==> config.mk <==
export PLATFORM = sky130hd
export DESIGN_NAME = adc_trig_chain_ctrl
export DESIGN_NICKNAME = d
export VERILOG_FILES = /design/src/rtl/adc_tc_pkg.sv /design/src/rtl/adc_tc_cfg.sv /design/src/rtl/adc_tc_arb.sv /design/src/rtl/adc_tc_seq.sv /design/src/rtl/adc_trig_chain_ctrl.sv
export SDC_FILE = /design/constraint.sdc
export NUM_CORES = 1
export LEC_CHECK = 0
export ABC_AREA = 1
export BUFFER_PORTS_ARGS = -buffer_cell sky130_fd_sc_hd__buf_2
export CAP_MARGIN = 20
export CORE_MARGIN = 2
export CORE_UTILIZATION = 35
export DETAILED_ROUTE_END_ITERATION = 12
export PLACE_DENSITY_LB_ADDON = 0.08
export SYNTH_ARGS = -nofsm -noshare
export SYNTH_HDL_FRONTEND = slang
export SYNTH_SLANG_ARGS = --single-unit
==> constraint.sdc <==
create_clock -name clk -period 5.5 [get_ports clk]
set_clock_uncertainty 0.15 [all_clocks]
set_input_delay 1.1 -clock clk [delete_from_list [all_inputs] [get_ports clk]]
set_output_delay 1.1 -clock clk [all_outputs]
set_load 0.03 [all_outputs]
==> src/rtl/adc_tc_pkg.sv <==
package adc_tc_pkg;

  typedef enum logic [1:0] {
    SQ_IDLE  = 2'd0,
    SQ_DELAY = 2'd1,
    SQ_WAIT  = 2'd2
  } sq_state_t;

  localparam int SUB_CTRL  = 0;
  localparam int SUB_DLY   = 1;
  localparam int SUB_PAIR0 = 2;
  localparam int MODE_BIT  = 4;

endpackage

==> src/rtl/adc_tc_cfg.sv <==
module adc_tc_cfg
  import adc_tc_pkg::*;
#(
  parameter int N_TRIG    = 8,
  parameter int CHAIN_MAX = 8,
  parameter int HTS_W     = 8,
  parameter int DLY_W     = 8,
  parameter int DATA_W    = 32,
  parameter int N_RD      = 2,
  localparam int TW       = $clog2(N_TRIG),
  localparam int EW       = $clog2(CHAIN_MAX),
  localparam int PAIRS    = CHAIN_MAX / 2,
  localparam int SUB_W    = $clog2(SUB_PAIR0 + PAIRS),
  localparam int ADDR_W   = 1 + TW + SUB_W,
  localparam int IW       = TW + EW
) (
  input  logic                             clk,
  input  logic                             rst,
  input  logic                             we,
  input  logic [ADDR_W-1:0]                addr,
  input  logic [DATA_W-1:0]                wdata,
  output logic [N_TRIG-1:0]                sw_mode,
  output logic [N_TRIG-1:0][EW-1:0]        len_m1,
  output logic [N_TRIG-1:0][DLY_W-1:0]     ini_dly,
  output logic [N_TRIG-1:0][DLY_W-1:0]     ivl_dly,
  output logic                             sync_en,
  input  logic [N_RD-1:0][IW-1:0]          rd_idx,
  output logic [N_RD-1:0][HTS_W-1:0]       rd_hts
);

  logic             glb;
  logic [TW-1:0]    tsel;
  logic [SUB_W-1:0] sub;
  logic [SUB_W-1:0] pidx;
  logic             pair_hit;
  logic             unused_cfg;

  logic [HTS_W-1:0] chain_q [N_TRIG*CHAIN_MAX];

  assign glb        = addr[ADDR_W-1];
  assign tsel       = addr[SUB_W +: TW];
  assign sub        = addr[SUB_W-1:0];
  assign pidx       = sub - SUB_W'(SUB_PAIR0);
  assign pair_hit   = we && !glb && (sub >= SUB_W'(SUB_PAIR0)) && (pidx < SUB_W'(PAIRS));
  assign unused_cfg = ^wdata;

  always_ff @(posedge clk) begin
    if (rst) begin
      sw_mode <= '0;
      len_m1  <= '0;
      ini_dly <= '0;
      ivl_dly <= '0;
      sync_en <= 1'b0;
    end else if (we) begin
      if (glb) begin
        sync_en <= wdata[0];
      end else if (sub == SUB_W'(SUB_CTRL)) begin
        len_m1[tsel]  <= wdata[EW-1:0];
        sw_mode[tsel] <= wdata[MODE_BIT];
      end else if (sub == SUB_W'(SUB_DLY)) begin
        ini_dly[tsel] <= wdata[DLY_W-1:0];
        ivl_dly[tsel] <= wdata[DLY_W +: DLY_W];
      end
    end
  end

  // chain table: two steps per write, no reset so it maps to RAM
  always_ff @(posedge clk) begin
    if (pair_hit) begin
      chain_q[{tsel, pidx[EW-2:0], 1'b0}] <= wdata[HTS_W-1:0];
      chain_q[{tsel, pidx[EW-2:0], 1'b1}] <= wdata[HTS_W +: HTS_W];
    end
  end

  generate
    for (genvar k = 0; k < N_RD; k++) begin : g_rd
      assign rd_hts[k] = chain_q[rd_idx[k]];
    end
  endgenerate

endmodule

==> src/rtl/adc_tc_arb.sv <==
module adc_tc_arb #(
  parameter int N  = 4,
  localparam int IW = (N > 1) ? $clog2(N) : 1
) (
  input  logic [N-1:0]  req,
  output logic [N-1:0]  gnt,
  output logic [IW-1:0] idx,
  output logic          any
);

  always_comb begin
    gnt = '0;
    idx = '0;
    any = |req;
    for (int k = N - 1; k >= 0; k--) begin
      if (req[k]) begin
        gnt    = '0;
        gnt[k] = 1'b1;
        idx    = IW'(k);
      end
    end
  end

endmodule

==> src/rtl/adc_tc_seq.sv <==
module adc_tc_seq
  import adc_tc_pkg::*;
#(
  parameter int QN    = 4,
  parameter int HTS_W = 8,
  parameter int DLY_W = 8,
  parameter int EW    = 3,
  localparam int QW   = (QN > 1) ? $clog2(QN) : 1
) (
  input  logic                       clk,
  input  logic                       rst,
  input  logic [QN-1:0]              evt,
  input  logic [QN-1:0][EW-1:0]      len_m1,
  input  logic [QN-1:0][DLY_W-1:0]   ini,
  input  logic [QN-1:0][DLY_W-1:0]   ivl,
  input  logic [HTS_W-1:0]           rd_hts,
  input  logic                       adc_done,
  output logic [QW-1:0]              rd_q,
  output logic [EW-1:0]              rd_e,
  output logic                       adc_req,
  output logic [HTS_W-1:0]           adc_hts,
  output logic [QN-1:0]              chain_done
);

  sq_state_t        st;
  logic [QN-1:0]    pend;
  logic [QN-1:0]    gnt;
  logic [QW-1:0]    gidx;
  logic             gany;
  logic             take;
  logic [QW-1:0]    cur;
  logic [EW-1:0]    elem;
  logic [DLY_W-1:0] cnt;
  logic [DLY_W-1:0] ivl_eff;

  adc_tc_arb #(.N(QN)) u_arb (
    .req (pend),
    .gnt (gnt),
    .idx (gidx),
    .any (gany)
  );

  assign take    = (st == SQ_IDLE) && gany;
  assign ivl_eff = (ivl[cur] == '0) ? DLY_W'(1) : ivl[cur];
  assign rd_q    = cur;
  assign rd_e    = elem;

  // a fresh event wins over the clear of a grant in the same cycle
  always_ff @(posedge clk) begin
    if (rst) pend <= '0;
    else     pend <= (pend & ~(take ? gnt : '0)) | evt;
  end

  always_ff @(posedge clk) begin
    if (rst) begin
      st         <= SQ_IDLE;
      cur        <= '0;
      elem       <= '0;
      cnt        <= '0;
      adc_req    <= 1'b0;
      adc_hts    <= '0;
      chain_done <= '0;
    end else begin
      adc_req    <= 1'b0;
      chain_done <= '0;
      case (st)
        SQ_IDLE: begin
          if (gany) begin
            cur  <= gidx;
            elem <= '0;
            cnt  <= ini[gidx];
            st   <= SQ_DELAY;
          end
        end
        SQ_DELAY: begin
          if (cnt == '0) begin
            adc_req <= 1'b1;
            adc_hts <= rd_hts;
            st      <= SQ_WAIT;
          end else begin
            cnt <= cnt - 1'b1;
          end
        end
        SQ_WAIT: begin
          if (adc_done) begin
            if (elem == len_m1[cur]) begin
              chain_done[cur] <= 1'b1;
              st              <= SQ_IDLE;
            end else begin
              elem <= elem + 1'b1;
              cnt  <= ivl_eff;
              st   <= SQ_DELAY;
            end
          end
        end
        default: st <= SQ_IDLE;
      endcase
    end
  end


  req_strobe_chk: assert property (@(posedge clk) disable iff (rst)
    adc_req |=> !adc_req);


  no_early_req_chk: assert property (@(posedge clk) disable iff (rst)
    (st == SQ_WAIT && !adc_done) |=> !adc_req);


  done_needs_ack_chk: assert property (@(posedge clk) disable iff (rst)
    (|chain_done) |-> $past(adc_done));


  done_single_chk: assert property (@(posedge clk) disable iff (rst)
    $onehot0(chain_done));


  grant_valid_chk: assert property (@(posedge clk) disable iff (rst)
    take |-> ($onehot(gnt) && ((gnt & ~pend) == '0)));


  pend_kept_chk: assert property (@(posedge clk) disable iff (rst)
    (st != SQ_IDLE && (|pend)) |=> (|pend));

endmodule

==> src/rtl/adc_trig_chain_ctrl.sv <==
module adc_trig_chain_ctrl
  import adc_tc_pkg::*;
#(
  parameter int N_TRIG    = 8,
  parameter int CHAIN_MAX = 8,
  parameter int HTS_W     = 8,
  parameter int DLY_W     = 8,
  parameter int DATA_W    = 32,
  localparam int N_IF     = 2,
  localparam int TW       = $clog2(N_TRIG),
  localparam int SUB_W    = $clog2(SUB_PAIR0 + CHAIN_MAX / 2),
  localparam int ADDR_W   = 1 + TW + SUB_W
) (
  input  logic                    clk,
  input  logic                    rst,
  input  logic [N_TRIG-1:0]       trig_hw,
  input  logic [N_TRIG-1:0]       trig_sw,
  input  logic                    cfg_we,
  input  logic [ADDR_W-1:0]       cfg_addr,
  input  logic [DATA_W-1:0]       cfg_wdata,
  input  logic [N_IF-1:0]         adc_done,
  output logic [N_IF-1:0]         adc_req,
  output logic [N_IF*HTS_W-1:0]   adc_hts,
  output logic [N_TRIG-1:0]       chain_done
);

  localparam int HALF = N_TRIG / N_IF;
  localparam int EW   = $clog2(CHAIN_MAX);
  localparam int QW   = (HALF > 1) ? $clog2(HALF) : 1;
  localparam int IW   = TW + EW;

  logic [N_TRIG-1:0]            sw_mode;
  logic [N_TRIG-1:0][EW-1:0]    len_m1;
  logic [N_TRIG-1:0][DLY_W-1:0] ini_dly;
  logic [N_TRIG-1:0][DLY_W-1:0] ivl_dly;
  logic                         sync_en;
  logic [N_IF-1:0][IW-1:0]      rd_idx;
  logic [N_IF-1:0][HTS_W-1:0]   rd_hts;
  logic [N_IF-1:0][QW-1:0]      rd_q;
  logic [N_IF-1:0][EW-1:0]      rd_e;
  logic [N_TRIG-1:0]            accept;
  logic [N_TRIG-1:0]            evt;

  adc_tc_cfg #(
    .N_TRIG    (N_TRIG),
    .CHAIN_MAX (CHAIN_MAX),
    .HTS_W     (HTS_W),
    .DLY_W     (DLY_W),
    .DATA_W    (DATA_W),
    .N_RD      (N_IF)
  ) u_cfg (
    .clk     (clk),
    .rst     (rst),
    .we      (cfg_we),
    .addr    (cfg_addr),
    .wdata   (cfg_wdata),
    .sw_mode (sw_mode),
    .len_m1  (len_m1),
    .ini_dly (ini_dly),
    .ivl_dly (ivl_dly),
    .sync_en (sync_en),
    .rd_idx  (rd_idx),
    .rd_hts  (rd_hts)
  );

  assign accept = (sw_mode & trig_sw) | (~sw_mode & trig_hw);

  generate
    for (genvar t = 0; t < N_TRIG; t++) begin : g_evt
      if (t >= HALF) begin : g_hi
        assign evt[t] = accept[t] | (sync_en & accept[t-HALF]);
      end else begin : g_lo
        assign evt[t] = accept[t];
      end
    end

    for (genvar i = 0; i < N_IF; i++) begin : g_if
      assign rd_idx[i] = {TW'(i * HALF) + TW'(rd_q[i]), rd_e[i]};

      adc_tc_seq #(
        .QN    (HALF),
        .HTS_W (HTS_W),
        .DLY_W (DLY_W),
        .EW    (EW)
      ) u_seq (
        .clk        (clk),
        .rst        (rst),
        .evt        (evt[i*HALF +: HALF]),
        .len_m1     (len_m1[i*HALF +: HALF]),
        .ini        (ini_dly[i*HALF +: HALF]),
        .ivl        (ivl_dly[i*HALF +: HALF]),
        .rd_hts     (rd_hts[i]),
        .adc_done   (adc_done[i]),
        .rd_q       (rd_q[i]),
        .rd_e       (rd_e[i]),
        .adc_req    (adc_req[i]),
        .adc_hts    (adc_hts[i*HTS_W +: HTS_W]),
        .chain_done (chain_done[i*HALF +: HALF])
      );
    end
  endgenerate

endmodule

# After elaboration in Yosys (flattened, before gate mapping)
# Memory sizes are Yosys's and may differ from the RTL's. A register that Yosys moved wholly into a read port is not among the register bits.
# Cells that the tools add are included.
# totals
ram_bits,512
word_cells,219
mem_count,1
input_bits,60
ff_bits,209
# op_classes
n_addsub,6
n_eq_ne,17
magnitude_cmp,10
reduce_logical,39
mux,78
n_bitwise,28
# mem_list
memory,depth,word_bits,read_ports,rd_ports_with_merged_regs,wr,line,rtl
u_cfg.chain_q,64,8,2,2,2,adc_tc_cfg.sv:38,logic [HTS_W-1:0] chain_q [N_TRIG*CHAIN_MAX];
# ops
operator,count
$bwmux 64,2
$mux 8,15
$bmux 8 s2,4
$pmux 8 s3,2
$mux 4,10
$logic_not 8->1,4
$mux 2,14
$mux 3,9
$bwmux 24,1
$demux 8 s3,1
$and 8x8->8,2
$reduce_or 4->1,4
$sub 8x1->8 const B,2
$bmux 3 s2,2
$lt 2x3->1 const B,4
$ne 2x2->1 const B,6
$pmux 2 s3,2
$pmux 3 s2,2
$reduce_and 4->1,3
$not 1->1,10
$reduce_and 2->1,5
$reduce_and 5->1,2
$demux 3 s3,1
$mux 1,9
31 further kinds,62

# Longest topological paths before layout
# logic_depth
depth_word,8
depth_mapped,16

# Cells and area by module
# Synthesis repeated with hierarchy kept, for this count alone.
# hier_totals
cells_unflattened,4524
hier_area_um2,37165.6
# modules_own_cells
module,instances,seq_area_each_um2,area_per_inst_um2,cells_per_inst
adc_tc_cfg,1,18597.8,32203.4,3700
adc_tc_seq at g_if[0].u_seq,1,640.6,2324.7,375
adc_tc_seq at g_if[1].u_seq,1,640.6,2314.7,373
adc_trig_chain_ctrl,1,0.0,192.7,46
adc_tc_arb,2,0.0,65.1,15

# Least setup slack after synthesis
# No wires, ideal clock.
# synth_timing
path_type,in2reg
start,input port cfg_addr[2]
end,memory u_cfg.chain_q[0][0] (enable)
t_required_ns,4.961
path_slack_ns,2.313
arrival_time_ns,2.649
n_path_buf,0
setup_time_ns,0.389
cell_stages,6
cell_sequence,inv_1 ha_1 nand3_1 a21oi_1 nand3_1 nor2_1
# synth_lines
item,line,rtl
"start, declared",adc_trig_chain_ctrl.sv:19,"input logic [ADDR_W-1:0] cfg_addr,"
"end, declared",adc_tc_cfg.sv:38,

==> out/summary.txt <==
Pwr dens: 411.0 nW/um2
Routed Antenna Nets: 0
Placed Area: 31,810 um2
Rows: 107
P_sw: 0.004240 W
WL final: 90,580 um
Share of the synthesized area in the top cell type: 0.5082
Worst Hold Launch: u_cfg.ini_dly[9]$_SDFFE_PP0P_
Crit path DAT: 3.89 ns
Chip width: 298.0 um
Largest net degree at the start of global routing: 102
Combinational share of power: 0.186
HP Class: flop to flop
Worst vdd ir: 215.3 uV
Nets: 3,048
RSZ-0062 raised after global routing: false
CTS Buffer Depth: 3
DR pass1 iterations: 5
Layout area overhead: 14.10%
Post-CTS repair timing setup buffer count: 0
Worst r2r src: g_if[1].u_seq.rd_e[0]$_SDFFE_PP0P_
Clock power share: 0.376
Cell area after synthesis: 30,250 um2
Syn avg cell area: 10.35 um2
Hold path depth: 2
Pins Over Slew Limit: 0
Syn. warnings: 0
Synthesized flop and latch total: 737
Setup_tns: 0 ns
H-tree depth: 3
Vias in the first global route: 21,550
Drt via density: 5.210
Cts repair resizes: 0
Core Region: 85,410 um2
Gr usage total: 0.2011
Initial Util: 0.3542
Number of buffers created by CTS: 82
IO buf count: 69
Die ar.: 88,810 um2
Power share of the sequential group: 0.438
Syn Nets: 2,998
Slew @ Worst Pin: 1.108 ns
DPL Wire Length: 51,020 um
Startpoint Class: flop
Clk_lat worst skew: 0.63 ns
P_int: 0.009948 W
Clock slew at reported path FFs: 0.06 ns
Count of cell types in the netlist: 46
Post-synth EDFFs: 512
Top-level I/O count: 86
WL/cell: 21.67 um
Setup crit end kind: flop
Leak Pwr: 12.17 nW
Fmax achieved: 284.5 MHz
Initial antenna violation count: 5
Final Cell Area: 34,520 um2
RD Place Congestion: 0.7662
R2r setup slk: 1.99 ns
Asr flop ratio synth: 0
GRT overflow: 0
Remaining DRCs: 0
Final Hold Vio Count: 0
Root Driver: clkbuf_16
Detailed Route Iter0 Violations: 1,708
R2r endpoint: g_if[1].u_seq.adc_hts[0]$_SDFFE_PP0P_
Via count: 21,780
Cells after Synth: 2,922
# Max-Cap Violations: 0
Crit path kind: flop to flop
Reg2reg path depth: 8
Outcome: finished clean
Register area share after synthesis: 0.6571
Share of cells above drive strength 1: 0.09654
Hold EP: u_cfg.ini_dly[9]$_SDFFE_PP0P_
CTS tree: done
Crit-path max FO: 66
CTS Hold Bufs: 0
Dominant cells by area after synthesis: edfxtp_1 (51%), dfxtp_1 (15%), o21ai_0 (7.5%)
Global-route wire length before repair: 136,000 um
Worst path required time: 5.88 ns
Tmin final: 3.515 ns
Die Ht: 298.0 um
Top_reg_cell synth: edfxtp_1
Slew headroom: 0.2576
Final setup violation count: 0
Yosys top cell by area: edfxtp_1
Final period util: 0.6390
Net Sw Frac: 0.2988
CTS sink cnt: 737
-- power by group through the flow --
| stage | Sequential (W) | Combinational (W) | Clock, W |
|---|---|---|---|
| final | 0.00621 | 0.00264 | 0.00534 |
| after global routing | 0.00623 | 0.00292 | 0.00568 |
| after CTS | 0.00622 | 0.00265 | 0.00545 |
| after detailed placement | 0.00633 | 0.00264 | 0 |
| after global placement | 0.00633 | 0.00260 | 0 |
| after floorplan | 0.00629 | 0.00171 | 0 |
-- synth_stat cells (2+ instances only) --
| library cell | count |
|---|---|
| a21oi_1 | 122 |
| a31oi_1 | 7 |
| o221ai_1 | 86 |
| o211ai_1 | 68 |
| ha_1 | 16 |
| buf_6 | 6 |
| inv_1 | 147 |
| buf_1 | 9 |
| edfxtp_1 | 512 |
| a21oi_2 | 3 |
| nand3_1 | 116 |
| nor3_2 | 3 |
| inv_2 | 9 |
| buf_2 | 37 |
| xnor2_1 | 2 |
| or2_2 | 4 |
| clkbuf_1 | 118 |
| buf_4 | 4 |
| mux2i_1 | 5 |
| o21ai_1 | 5 |
| nand2_2 | 4 |
| o22ai_1 | 41 |
| nor3_1 | 11 |
| dfxtp_1 | 225 |
| nand2_1 | 274 |
| o21ai_0 | 456 |
| nor2_2 | 4 |
| clkinv_1 | 4 |
| nor2_1 | 606 |
| nand2_4 | 2 |
-- worst max-delay path by stage --
stage	cells past startpoint	to	from
detailed placement	8	u_cfg.chain_q[59][0]$_DFFE_PP_	cfg_addr[1]
finish	8	g_if[1].u_seq.adc_hts[0]$_SDFFE_PP0P_	g_if[1].u_seq.rd_e[0]$_SDFFE_PP0P_
floorplan	6	u_cfg.chain_q[0][0]$_DFFE_PP_	cfg_addr[2]
CTS	8	g_if[1].u_seq.adc_hts[0]$_SDFFE_PP0P_	g_if[1].u_seq.rd_e[0]$_SDFFE_PP0P_
global placement	8	u_cfg.chain_q[59][0]$_DFFE_PP_	cfg_addr[1]
global route	8	g_if[1].u_seq.adc_hts[0]$_SDFFE_PP0P_	g_if[1].u_seq.rd_e[0]$_SDFFE_PP0P_
-- kinds of logic (layout without fill, tap and decap cells) --
kind of cell,Yosys count,count (layout),share of synthesized area
AND/OR/NAND/NOR,1031,1031,0.1372
buffers and inverters,336,449,0.04557
other,0,1,0
flip-flops,737,737,0.6571
AO/OA/AOI/OAI,795,795,0.1513
adder cells (fa/ha/maj),16,16,0.006617
XOR/XNOR,2,2,0.0005791
multiplexers,5,5,0.001654
-- routing by layer --
layer / GRT usage / share of wire
met1: 0.2709 / 0.45
met2: 0.3429 / 0.49
met3: 0.02662 / 0.044
met4: 0.04870 / 0.019
met5: 0 / 0.00014
-- through the flow --
| stage | util | setup slack [ns] | power (W) | cells | hold WS, ns |
|---|---|---|---|---|---|
| global placement | 0.3724 | 1.712 | 0.008926 | 4026 | 0.2856 |
| global route | 0.4041 | 1.654 | 0.01483 | 4179 | 0.3193 |
| CTS | 0.4028 | 1.924 | 0.01431 | 4173 | 0.2991 |
| floorplan | - | 2.313 | 0.008006 | 2922 | 0.2740 |
| finish | 0.4041 | 1.985 | 0.01419 | 4180 | 0.2965 |
| detailed placement | 0.3724 | 1.709 | 0.008967 | 4026 | 0.2926 |
-- critical path, stage by stage (launching register included) --
cell,delay [ns]
dfxtp_4,0.80
clkinv_2,0.98
buf_12,0.51
o21ai_0,0.18
o22ai_1,0.08
o211ai_1,0.32
nand3_1,0.15
nor2_1,0.11
nor2_1,0.05
-- sequential cells by signal, summed over array words and instances, names as in the netlist, 6 cells and up --
name,cells
g_if.u_seq.adc_hts,16
g_if.u_seq.chain_done,8
g_if.u_seq.cnt,16
g_if.u_seq.pend,8
g_if.u_seq.rd_e,6
u_cfg.chain_q,512
u_cfg.ini_dly,64
u_cfg.ivl_dly,64
u_cfg.len_m1,24
u_cfg.sw_mode,8
-- layout make-up --
cell class,instances,area (um2)
Antenna cell,1,2.502
Clock buffer,123,2321
Clock inverter,24,270.3
Fill cell,8342,50900
Inverter,160,605.6
Multi-Input combinational cell,1849,8996
Sequential cell,737,19890
Tap cell,1144,1431
Timing Repair Buffer,142,1001
-- layout by cell type (no fill, tap or decap), types with 3 or more instances in the layout --
master | synthesis | layout
clkbuf_8 | 1 | 7
o211ai_1 | 68 | 68
inv_2 | 9 | 10
buf_2 | 37 | 69
clkinv_1 | 4 | 15
buf_4 | 4 | 64
inv_1 | 147 | 142
edfxtp_1 | 512 | 512
ha_1 | 16 | 16
bufinv_16 | 0 | 5
a21oi_2 | 3 | 3
clkinv_2 | 0 | 5
nor3_2 | 3 | 3
nor2_2 | 4 | 4
nand2_1 | 274 | 274
mux2i_1 | 5 | 5
a31oi_1 | 7 | 7
clkbuf_16 | 0 | 84
o22ai_1 | 41 | 41
a21oi_1 | 122 | 122
clkbuf_1 | 118 | 30
inv_6 | 0 | 4
nor2_1 | 606 | 606
dfxtp_1 | 225 | 219
or2_2 | 4 | 4
o221ai_1 | 86 | 86
o21ai_0 | 456 | 456
buf_12 | 0 | 8
dfxtp_2 | 0 | 4
nand2_2 | 4 | 4
nor3_1 | 11 | 11
o21ai_1 | 5 | 5
nand3_1 | 116 | 116
Power figures use the tool's default switching activity.
